File: config.mk
export PLATFORM = sky130hd
export DESIGN_NAME = conn_route_unit
export DESIGN_NICKNAME = d
export VERILOG_FILES = /design/src/rtl/croute_pkg.sv /design/src/rtl/croute_cfg.sv /design/src/rtl/croute_decide.sv /design/src/rtl/croute_hold.sv /design/src/rtl/conn_route_unit.sv
export SDC_FILE = /design/constraint.sdc
export NUM_CORES = 1
export LEC_CHECK = 0
export BUFFER_PORTS_ARGS = -buffer_cell sky130_fd_sc_hd__buf_2
export CORE_UTILIZATION = 53
export CTS_CLUSTER_DIAMETER = 50
export DETAILED_ROUTE_END_ITERATION = 8
export HOLD_SLACK_MARGIN = 0.03
export PLACE_DENSITY = 0.85
export RECOVER_POWER = 50
export SLEW_MARGIN = 10
export SYNTH_ARGS = -nofsm -noshare
export SYNTH_HDL_FRONTEND = slang
export SYNTH_HIERARCHICAL = 1
export SYNTH_SLANG_ARGS = --single-unit
File: constraint.sdc
create_clock -name clk -period 3.97 [get_ports clk]
set_input_delay 0.794 -clock clk [delete_from_list [all_inputs] [get_ports clk]]
set_output_delay 0.794 -clock clk [all_outputs]
set_load 0.01 [all_outputs]
File: src/rtl/croute_pkg.sv
package croute_pkg;

    localparam int unsigned NUM_PORTS = 5;
    localparam int unsigned PORT_N    = 0;
    localparam int unsigned PORT_S    = 1;
    localparam int unsigned PORT_E    = 2;
    localparam int unsigned PORT_W    = 3;
    localparam int unsigned PORT_L    = 4;

    typedef logic [NUM_PORTS-1:0] port_oh_t;

    // bit0: flit starts a packet, bit1: flit ends a packet
    typedef enum logic [1:0] {
        FLIT_BODY = 2'b00,
        FLIT_HEAD = 2'b01,
        FLIT_TAIL = 2'b10,
        FLIT_SOLO = 2'b11
    } flit_kind_e;

    function automatic logic opens_pkt(input logic [1:0] kind);
        return kind[0];
    endfunction

    function automatic logic closes_pkt(input logic [1:0] kind);
        return kind[1];
    endfunction

    function automatic port_oh_t port_bit(input int unsigned idx);
        port_oh_t v;
        v = '0;
        v[idx] = 1'b1;
        return v;
    endfunction

endpackage

File: src/rtl/croute_cfg.sv
module croute_cfg #(
    parameter int unsigned CW = 4
) (
    input  logic          clk,
    input  logic          rst_n,
    input  logic          wr_en,
    input  logic          locked,
    input  logic [CW-1:0] wr_x,
    input  logic [CW-1:0] wr_y,
    input  logic          wr_link_n,
    input  logic          wr_link_s,
    output logic [CW-1:0] cur_x,
    output logic [CW-1:0] cur_y,
    output logic          link_n,
    output logic          link_s
);

    typedef struct packed {
        logic [CW-1:0] x;
        logic [CW-1:0] y;
        logic          n;
        logic          s;
    } cfg_t;

    cfg_t cfg_d, cfg_q;

    always_comb begin
        cfg_d = cfg_q;
        if (wr_en && !locked) begin
            cfg_d.x = wr_x;
            cfg_d.y = wr_y;
            cfg_d.n = wr_link_n;
            cfg_d.s = wr_link_s;
        end
    end

    always_ff @(posedge clk or negedge rst_n) begin
        if (!rst_n) begin
            cfg_q <= '0;
        end else begin
            cfg_q <= cfg_d;
        end
    end

    assign cur_x  = cfg_q.x;
    assign cur_y  = cfg_q.y;
    assign link_n = cfg_q.n;
    assign link_s = cfg_q.s;

endmodule

File: src/rtl/croute_decide.sv
module croute_decide
    import croute_pkg::*;
#(
    parameter int unsigned CW = 4
) (
    input  logic [CW-1:0] dst_x,
    input  logic [CW-1:0] dst_y,
    input  logic [CW-1:0] cur_x,
    input  logic [CW-1:0] cur_y,
    input  logic          link_n,
    input  logic          link_s,
    output port_oh_t      route
);

    typedef struct packed {
        logic y_lo;
        logic y_hi;
        logic x_lo;
        logic x_hi;
    } cmp_t;

    cmp_t     cmp;
    port_oh_t route_d;

    always_comb begin
        cmp.y_lo = (dst_y < cur_y);
        cmp.y_hi = (dst_y > cur_y);
        cmp.x_lo = (dst_x < cur_x);
        cmp.x_hi = (dst_x > cur_x);

        // priority: south, north, east, west, then column reached
        if (cmp.y_lo && link_s) begin
            route_d = port_bit(PORT_S);
        end else if (cmp.y_hi && link_n) begin
            route_d = port_bit(PORT_N);
        end else if (cmp.x_hi) begin
            route_d = port_bit(PORT_E);
        end else if (cmp.x_lo) begin
            route_d = port_bit(PORT_W);
        end else if (cmp.y_lo) begin
            route_d = port_bit(PORT_S);
        end else if (cmp.y_hi) begin
            route_d = port_bit(PORT_N);
        end else begin
            route_d = port_bit(PORT_L);
        end
    end

    assign route = route_d;

endmodule

File: src/rtl/croute_hold.sv
module croute_hold
    import croute_pkg::*;
(
    input  logic       clk,
    input  logic       rst_n,
    input  logic       flit_valid,
    input  logic       flit_ready,
    input  logic [1:0] flit_kind,
    input  port_oh_t   fresh_route,
    output port_oh_t   route_oh,
    output logic       route_valid,
    output logic       open
);

    typedef struct packed {
        logic     open;
        port_oh_t held;
    } hold_t;

    hold_t    st_d, st_q;
    logic     accept;
    port_oh_t out_route;
    logic     out_valid;

    always_comb begin
        st_d      = st_q;
        accept    = flit_valid && flit_ready;
        out_valid = 1'b0;
        out_route = '0;
        if (!st_q.open) begin
            if (flit_valid && opens_pkt(flit_kind)) begin
                out_valid = 1'b1;
                out_route = fresh_route;
            end
            if (accept && flit_kind == FLIT_HEAD) begin
                st_d.open = 1'b1;
                st_d.held = fresh_route;
            end
        end else begin
            out_valid = flit_valid;
            out_route = flit_valid ? st_q.held : '0;
            if (accept && closes_pkt(flit_kind)) begin
                st_d.open = 1'b0;
            end
        end
    end

    always_ff @(posedge clk or negedge rst_n) begin
        if (!rst_n) begin
            st_q <= '0;
        end else begin
            st_q <= st_d;
        end
    end

    assign route_oh    = out_route;
    assign route_valid = out_valid;
    assign open        = st_q.open;

endmodule

File: src/rtl/conn_route_unit.sv
module conn_route_unit
    import croute_pkg::*;
#(
    parameter int unsigned CW = 4
) (
    input  logic                 clk,
    input  logic                 rst_n,
    input  logic                 cfg_we,
    input  logic [CW-1:0]        cfg_x,
    input  logic [CW-1:0]        cfg_y,
    input  logic                 cfg_link_n,
    input  logic                 cfg_link_s,
    input  logic                 flit_valid,
    input  logic                 flit_ready,
    input  logic [1:0]           flit_kind,
    input  logic [CW-1:0]        flit_dst_x,
    input  logic [CW-1:0]        flit_dst_y,
    output logic [NUM_PORTS-1:0] route_oh,
    output logic                 route_valid,
    output logic                 pkt_open
);

    logic [CW-1:0] cur_x;
    logic [CW-1:0] cur_y;
    logic          link_n_q;
    logic          link_s_q;
    port_oh_t      fresh_route;
    port_oh_t      route_w;
    logic          open_w;

    croute_cfg #(.CW(CW)) u_cfg (
        .clk       (clk),
        .rst_n     (rst_n),
        .wr_en     (cfg_we),
        .locked    (open_w),
        .wr_x      (cfg_x),
        .wr_y      (cfg_y),
        .wr_link_n (cfg_link_n),
        .wr_link_s (cfg_link_s),
        .cur_x     (cur_x),
        .cur_y     (cur_y),
        .link_n    (link_n_q),
        .link_s    (link_s_q)
    );

    croute_decide #(.CW(CW)) u_decide (
        .dst_x  (flit_dst_x),
        .dst_y  (flit_dst_y),
        .cur_x  (cur_x),
        .cur_y  (cur_y),
        .link_n (link_n_q),
        .link_s (link_s_q),
        .route  (fresh_route)
    );

    croute_hold u_hold (
        .clk         (clk),
        .rst_n       (rst_n),
        .flit_valid  (flit_valid),
        .flit_ready  (flit_ready),
        .flit_kind   (flit_kind),
        .fresh_route (fresh_route),
        .route_oh    (route_w),
        .route_valid (route_valid),
        .open        (open_w)
    );

    assign route_oh = route_w;
    assign pkt_open = open_w;

endmodule

==> flow_summary.ini, run 1 <==
[pwr]
pwr-share-seq_pct = 44.0
p_per_area_nw_per_um2 = 439
clock_power_share_pct = 15.1
p_switching_w = 0.000176
ir_drop_mv = 0.286
p_int_w = 0.000363
p_leak_nw = 0.620
power.total_w = 0.000539
swShare_pct = 32.7
p_comb_share_pct = 40.9

[yosys]
avgSynthCellArea_um2 = 12.0
synth_xor_area_share_pct = 0
ys_seq_area_share_pct = 37.6
synth_mux_area_share_pct = 19.4
synth_compound_area_share_pct = 10.6
synth_warnings = 6
syn_area_um2 = 1070
syn_nets = 122
synth_top_family_by_area = multiplexers
synth-simple-area-share_pct = 17.0
synth-seq-cells = 16
syn-instance-count = 89
yosys.cell_types.count = 30
synth_fa_ha_area_share_pct = 9.39

[die]
initial_core_util_pct = 59.2
ios = 32
die_area_um2 = 2190
coreArea_um2 = 1800
core.rowCount = 15
fp.dieW_um = 46.9
die_y_um = 46.9

[global_routing]
track_usage_pct = 20.0
grt_pass1_vias = 743
gr-total-overflow = 0
grt_start_max_net_pins = 17
grt_pass1_wl_mm = 3.06
antenna_found_initial = 0

[clock_network]
ctsHoldBuffers = 0
cts_made_buffers = 3
cts_setup_buffers = 0
cts_buffer_depth = 2
cts_max_level = 1
path_clk_slew_ns = 0.09
clock_sinks = 16
clk-insertion-delay-late_ns = 0.28
cts_tree = done
clockRootBuffer = clkbuf_4
post_cts_resized = 0

[critical_path]
critPathCaptureType = output port
cp-start-kind = input pin
cp.required_ns = 3.18
path_class = in2out
crit_arrival_ns = 2.31
critPathMaxFanout = 3

[routing]
num_vias = 780
first_iter_violations = 13
wirelength_mm = 1.91
viasPerCell = 5.34
drc = 0
dr.pass1.iters = 4
ant_nets = 0
wl_per_cell_um = 13.1

[sta]
tightest_slew_ns = 1.22
hold_viol = 0
skew_ns = 0.00252
fin_crit_ns = 3.10
timing.final.crit_share_pct = 78.1
slew_violations = 0
rsz0062_at_grt = false
setup_viol = 0
max_freq_mhz = 323
slew_headroom_pct = 18.5
timing.setup.tns_ns = 0

[placed_design]
numPortBuffers = 31
globalplace.congestion = 0.721
hpwl_mm = 1.54

[final_layout]
area_growth_syn_to_layout_pct = 15.4
drive_gt1_share_pct = 43.8
diodes = 0
final_nets = 156

[outcome]
outcome = finished, final reports clean

[worst_hold_path]
min_path_type = reg2reg

[flow_run]
maxCapViolCount = 0
power groups by stage:
stage	logic [W]	registers (W)	clock network, W
2_1_floorplan	0.000181	0.000230	0
3_3_place_gp	0.000213	0.000238	0
3_5_place_dp	0.000223	0.000242	0
4_1_cts	0.000225	0.000239	0.0000849
5_1_grt	0.000245	0.000244	0.0000896
6_report	0.000221	0.000237	0.0000814
flip-flops by register name, indices dropped and copies added (netlist names):
name          flops
u_hold/st_q       5
u_cfg/cur_x       4
u_cfg/cur_y       4
u_cfg/link_n      1
u_cfg/link_s      1
u_hold/open       1
layer usage:
metal  GRT usage (%)  share of wire, %  wire length, µm  vias up
met2            35.3                52              992       23
li1                -                 -                -      386
met5               0                 0                0        -
met4            8.57              0.73               14        0
met1            24.7                43              828      367
met3            2.31               3.9               74        4
layout by cell type, fill, tap and decap left out, drive strengths merged:
cell type / netlist / routed
o211ai: 1 / 1
ha: 8 / 8
a21oi: 3 / 3
mux2: 15 / 15
a22oi: 5 / 5
nor2: 3 / 3
nand2: 2 / 2
buf: 2 / 29
a31oi: 3 / 3
nand4: 3 / 3
dfrtp: 16 / 16
clkbuf: 0 / 5
inv: 9 / 9
nand3: 1 / 1
o21ai: 2 / 2
and2: 2 / 2
o21a: 2 / 2
nor3b: 2 / 2
and4b: 1 / 1
nand2b: 1 / 1
nor2b: 8 / 8
cell usage after synthesis, drive strengths merged:
master / number / area share, %
dfrtp: 16 / 38
mux2: 15 / 19
inv: 9 / 3.2
ha: 8 / 9.4
nor2b: 8 / 6.1
a22oi: 5 / 3.5
a21oi: 3 / 1.8
a31oi: 3 / 1.8
nand4: 3 / 3.2
nor2: 3 / 1.8
and2: 2 / 1.4
buf: 2 / 2.9
nand2: 2 / 0.70
nor3b: 2 / 1.9
o21a: 2 / 1.4
o21ai: 2 / 0.94
and4b: 1 / 0.94
nand2b: 1 / 0.59
nand3: 1 / 0.47
o211ai: 1 / 1.2
cell type report:
class                      instances  area (µm²)
timing repair buffer              31         153
sequential                        16         400
multi-input combinational         62         589
clock buffer                       3        22.5
fill                             160         572
inverter                           9        33.8
tap                               25        31.3
worst max-delay path: stages:
cell and delay (ns):
buf_2 0.10, ha_1 0.28, nor2b_4 0.13, o211ai_2 0.20, a21oi_2 0.09, nor3b_1 0.28, a22oi_1 0.12, nor2b_1 0.16
buf_2 0.15
worst paths after layout:
path | from | endpoint | slack, ns | cells past startpoint
setup reg to reg | u_hold/open | u_cfg/cur_y[1] | 1.92 | 2
hold reg to reg | u_hold/st_q[3] | u_hold/st_q[3] | 0.51 | 1
setup / recovery | flit_dst_y[1] | route_oh[3] | 0.87 | 9
max in group asynchronous | rst_n | u_cfg/link_n | 2.87 | 1
hold / removal | u_hold/st_q[3] | u_hold/st_q[3] | 0.51 | 1
min in group asynchronous | rst_n | u_cfg/cur_y[3] | 0.59 | 1
metrics by stage:
step	cell area [µm²]	hold slack, ns	cells	worst slack [ns]	util [%]
2_1_floorplan	1070	0.465	89	1.22	-
3_3_place_gp	1220	0.478	143	1.01	67.8
3_5_place_dp	1220	0.491	143	0.937	67.8
4_1_cts	1240	0.413	146	0.916	69.0
5_1_grt	1230	0.529	146	0.801	68.3
6_report	1230	0.515	146	0.870	68.3
cells by family (layout without fill, tap and decap cells):
group / after synthesis / after routing
compound gates: 16 / 16
fa+ha+maj: 8 / 8
buf+inv: 11 / 43
flops: 16 / 16
mux: 15 / 15
simple gates: 23 / 23
(Power assumes the default switching activity.)
==> run 2, diff against run 1 <==
CORE_UTILIZATION = 50   (was 53)
PLACE_DENSITY = 0.81   (was 0.85)
clock period = 3 ns   (was 3.97 ns; I/O delays follow)
==> run 2 against run 1 <==
Design area is 1.4% higher. Sequential share of layout area is 0.46 points lower. Register-to-register slack worse by 0.96 ns. Combinational power is 32% higher. Die area is 5.7% higher. Global-route usage is 2.5 points lower. Clock skew is 0.0011 ns higher. Via count is 0.38% higher. Clock power is 70% higher. Utilization is 5.3 points lower.
==> flow_summary.ini, run 2 (synthesis gave the netlist of run 1 again) <==
[routing]
drc = 0
wl_met2_mm = 1.01
wl_per_cell_um = 13.4
dr.pass1.iters = 6
top_layer = met4
viasPerCell = 5.26
m1WireLength_um = 876
wl_met3_um = 101
num_vias = 783
first_iter_violations = 6
wirelength_mm = 2.00
ant_nets = 0

[critical_path]
path_class = in2out
crit_arrival_ns = 2.05
r2r_start = u_hold/open
crit_start = flit_dst_x[3]
critPathMaxFanout = 3
cp-start-kind = input pin
cp.required_ns = 2.40
critPathCaptureType = output port

[sta]
skew_ns = 0.00358
worst_hold_slack_ns = 0.404
timing.setup.tns_ns = 0
slew_headroom_pct = 20.3
worst_slack_ns = 0.351
hold_viol = 0
slew_violations = 0
setup_viol = 0
rsz0062_at_grt = false
fin_crit_ns = 2.65
timing.final.crit_share_pct = 88.3
max_freq_mhz = 377
tightest_slew_ns = 1.19

[placed_design]
dpl_worst_slack_ns = 0.371
numPortBuffers = 31
globalplace.congestion = 0.792
hpwl_mm = 1.53

[pwr]
p_leak_nw = 0.630
ir_drop_mv = 0.378
power.total_w = 0.000744
p_per_area_nw_per_um2 = 597

[die]
fp.dieW_um = 48.2
die_area_um2 = 2320
core.rowCount = 16
coreArea_um2 = 1980
ios = 32
die_y_um = 48.2
initial_core_util_pct = 53.8

[global_routing]
grt_start_max_net_pins = 17
grt_pass1_vias = 690
antenna_found_initial = 0
track_usage_pct = 17.5
gr-total-overflow = 0
grt_pass1_wl_mm = 2.73

[clock_network]
clockRootBuffer = clkbuf_4
cts_tree = done
clk-insertion-delay-late_ns = 0.28
cts_buffer_depth = 2
ctsHoldBuffers = 0
post_cts_resized = 0
path_clk_slew_ns = 0.09
cts_made_buffers = 3
cts_max_level = 1
cts_setup_buffers = 0
clock_sinks = 16

[final_layout]
final_nets = 156
diodes = 0
layout_commonest_cell = buf_2
regMostFlops = u_hold/st_q
area_growth_syn_to_layout_pct = 17.0
largest_reg_flops = 5
layout_common_cells = 30 x buf_2, 16 x dfrtp_1, 9 x mux2_4, 9 x inv_1, 8 x ha_1
drive_gt1_share_pct = 45.1

[worst_hold_path]
min_path_type = in2async

[flow_run]
maxCapViolCount = 0

[outcome]
outcome = finished, final reports clean
[run 2: cell types whose count changed in the layout (fill, tap and decap cells not counted)]
cell	change
buf_2	+1
clkbuf_8	+1
clkbuf_1	-1
[run 2: metrics by stage]
| step | instance area (µm²) | cells | util (%) |
|---|---|---|---|
| 6_report | 1250 | 149 | 62.9 |
| 3_3_place_gp | 1220 | 145 | 61.7 |
| 3_5_place_dp | 1220 | 145 | 61.7 |
| 2_1_floorplan | 1070 | 89 | - |
| 5_1_grt | 1250 | 149 | 62.9 |
| 4_1_cts | 1260 | 149 | 63.6 |
[run 2: path summary, 6_finish.rpt]
check | endpoint | slack (ns) | cells past startpoint
min | u_cfg/cur_x[0] | 0.40 | 1
max in group asynchronous | u_cfg/cur_x[3] | 2.06 | 1
min in group clk | u_hold/st_q[1] | 0.52 | 1
min reg2reg | u_hold/st_q[1] | 0.52 | 1
max | route_oh[4] | 0.35 | 8
max reg2reg | u_cfg/cur_x[2] | 0.96 | 2
[run 2: critical path, cell delays in order]
cell	delay, ns
buf_2	0.10
ha_1	0.30
nand4_1	0.12
a31oi_1	0.28
nor3b_2	0.27
a22oi_1	0.10
nor2b_1	0.13
buf_2	0.14
[run 2: power by group]
part | switching, W | total, W | internal, W
combinational | 0.000131 | 0.000292 | 0.000160
clock | 0.0000638 | 0.000138 | 0.0000737
sequential | 0.0000412 | 0.000315 | 0.000274
total | 0.000236 | 0.000744 | 0.000508
[run 2: per-layer routing]
metal | vias to the layer above | GRT usage [%]
li1 | 387 | -
met1 | 367 | 20.2
met2 | 27 | 31.7
met3 | 2 | 4.44
met4 | 0 | 5.00
met5 | - | 0
[run 2: final cells by class]
| class | count | area [µm²] |
|---|---|---|
| repair buffers | 31 | 154 |
| multi-input cells | 62 | 589 |
| inverters | 9 | 33.8 |
| fillers | 162 | 734 |
| clock buffers | 4 | 36.3 |
| well taps | 27 | 33.8 |
| flip-flops and latches | 16 | 400 |
==> run 3, diff against run 2 <==
CELL_PAD_IN_SITES_DETAIL_PLACEMENT = 1   (was default)
CELL_PAD_IN_SITES_GLOBAL_PLACEMENT = 1   (was default)
CORE_UTILIZATION = 39   (was 50)
==> run 3 against run 2 <==
Critical path depth is the same. Utilization shrank 14 points. Die area grew 27%.
==> flow_summary.ini, run 3 (synthesis gave the netlist of run 1 again) <==
[global_routing]
gr-total-overflow = 0
grt_use_met3_pct = 2.50
use_met2_pct = 31.9
met1_usage_pct = 20.6
grt_pass1_vias = 818
busiest_layer = met2
track_usage_pct = 17.5
antenna_found_initial = 0
grt_pass1_wl_mm = 3.60
grt_start_max_net_pins = 17

[die]
coreArea_um2 = 2520
initial_core_util_pct = 42.3
die_area_um2 = 2950
die_y_um = 54.3
core.rowCount = 18
fp.dieW_um = 54.3
ios = 32

[sta]
setup_viol = 0
timing.setup.tns_ns = 0
timing.final.crit_share_pct = 91.1
worst_slack_ns = 0.266
hold_viol = 0
fin_crit_ns = 2.73
max_freq_mhz = 366
skew_ns = 0.00295
rsz0062_at_grt = false
slew_violations = 0
tightest_slew_ns = 1.25
slew_headroom_pct = 16.6

[critical_path]
crit_arrival_ns = 2.13
critPathCaptureType = output port
path_class = reg2out
r2r_cells = 2
cp-start-kind = register
critPathMaxFanout = 3
cp.required_ns = 2.40

[clock_network]
cts_tree = done
cts_buffer_depth = 2
ctsHoldBuffers = 0
post_cts_resized = 0
cts_setup_buffers = 0
cts_made_buffers = 3
clk-insertion-delay-late_ns = 0.28
clockRootBuffer = clkbuf_4
cts_max_level = 1
path_clk_slew_ns = 0.10
clock_sinks = 16

[routing]
first_iter_violations = 6
wirelength_mm = 2.17
dr.pass1.iters = 4
drc = 0
ant_nets = 0
wl_per_cell_um = 14.3
num_vias = 782
viasPerCell = 5.18

[placed_design]
hpwl_mm = 1.70
dpl_worst_slack_ns = 0.315
numPortBuffers = 31
globalplace.congestion = 0.761

[final_layout]
regMostFlops = u_hold/st_q
area_growth_syn_to_layout_pct = 16.1
layout_common_cells = 30 x buf_2, 16 x dfrtp_1, 9 x mux2_4, 9 x inv_1, 8 x ha_1
largest_reg_flops = 5
drive_gt1_share_pct = 44.6
diodes = 0
layout_commonest_cell = buf_2
final_nets = 156

[flow_run]
maxCapViolCount = 0

[pwr]
ir_drop_mv = 0.296
p_per_area_nw_per_um2 = 588
p_leak_nw = 0.623
power.total_w = 0.000728

[outcome]
outcome = finished, final reports clean

[worst_hold_path]
min_path_type = in2async
==> run 3: cell count changes in the layout (fill, tap and decap cells not counted) <==
cell and delta:
clkbuf_8 -1
==> run 3: worst max-delay path, cell delays in order, from the launching register on <==
cell and delay, ns:
dfrtp_1 0.36, inv_1 0.05, ha_1 0.34, a21oi_1 0.29
a21oi_2 0.11, nor3b_1 0.30, a22oi_1 0.12, nor2b_1 0.14
buf_2 0.14
==> run 3: path summary, 6_finish.rpt <==
kind,startpoint,endpoint,slack [ns]
max,u_cfg/cur_y[3],route_oh[3],0.27
min,rst_n,u_cfg/cur_x[1],0.41
max reg2reg,u_hold/open,u_cfg/cur_y[0],0.94
min reg2reg,u_hold/st_q[2],u_hold/st_q[2],0.52
max in group asynchronous,rst_n,u_hold/st_q[0],2.04
min in group clk,u_hold/st_q[2],u_hold/st_q[2],0.52
==> run 3: per-layer routing <==
| metal | vias to the layer above | part of all wire [%] |
|---|---|---|
| li1 | 382 | - |
| met1 | 382 | 42 |
| met2 | 16 | 53 |
| met3 | 2 | 3.4 |
| met4 | 0 | 0.65 |
| met5 | - | 0 |
==> run 3: metrics by stage <==
step / area (µm²) / util [%] / std cells / hold slack [ns]
CTS: 1250 / 49.6 / 151 / 0.229
finish: 1240 / 49.1 / 151 / 0.408
detailed placement: 1230 / 48.7 / 148 / 0.495
floorplan: 1070 / - / 89 / 0.304
global route: 1240 / 49.1 / 151 / 0.471
global placement: 1230 / 48.7 / 148 / 0.478
==> run 3: cell type report <==
type                            count  area (µm²)
Fill cell                         302        1280
Multi-Input combinational cell     62         589
Sequential cell                    16         400
Timing Repair Buffer               31         154
Tap cell                           30        37.5
Inverter                            9        33.8
Clock buffer                        3        22.5
==> run 3: where the power goes <==
group | internal, W | leakage, nW | switching (W)
Clock | 0.0000466 | 0.0138 | 0.0000683
Sequential | 0.000274 | 0.194 | 0.0000385
Combinational | 0.000162 | 0.415 | 0.000138
Total | 0.000482 | 0.623 | 0.000245
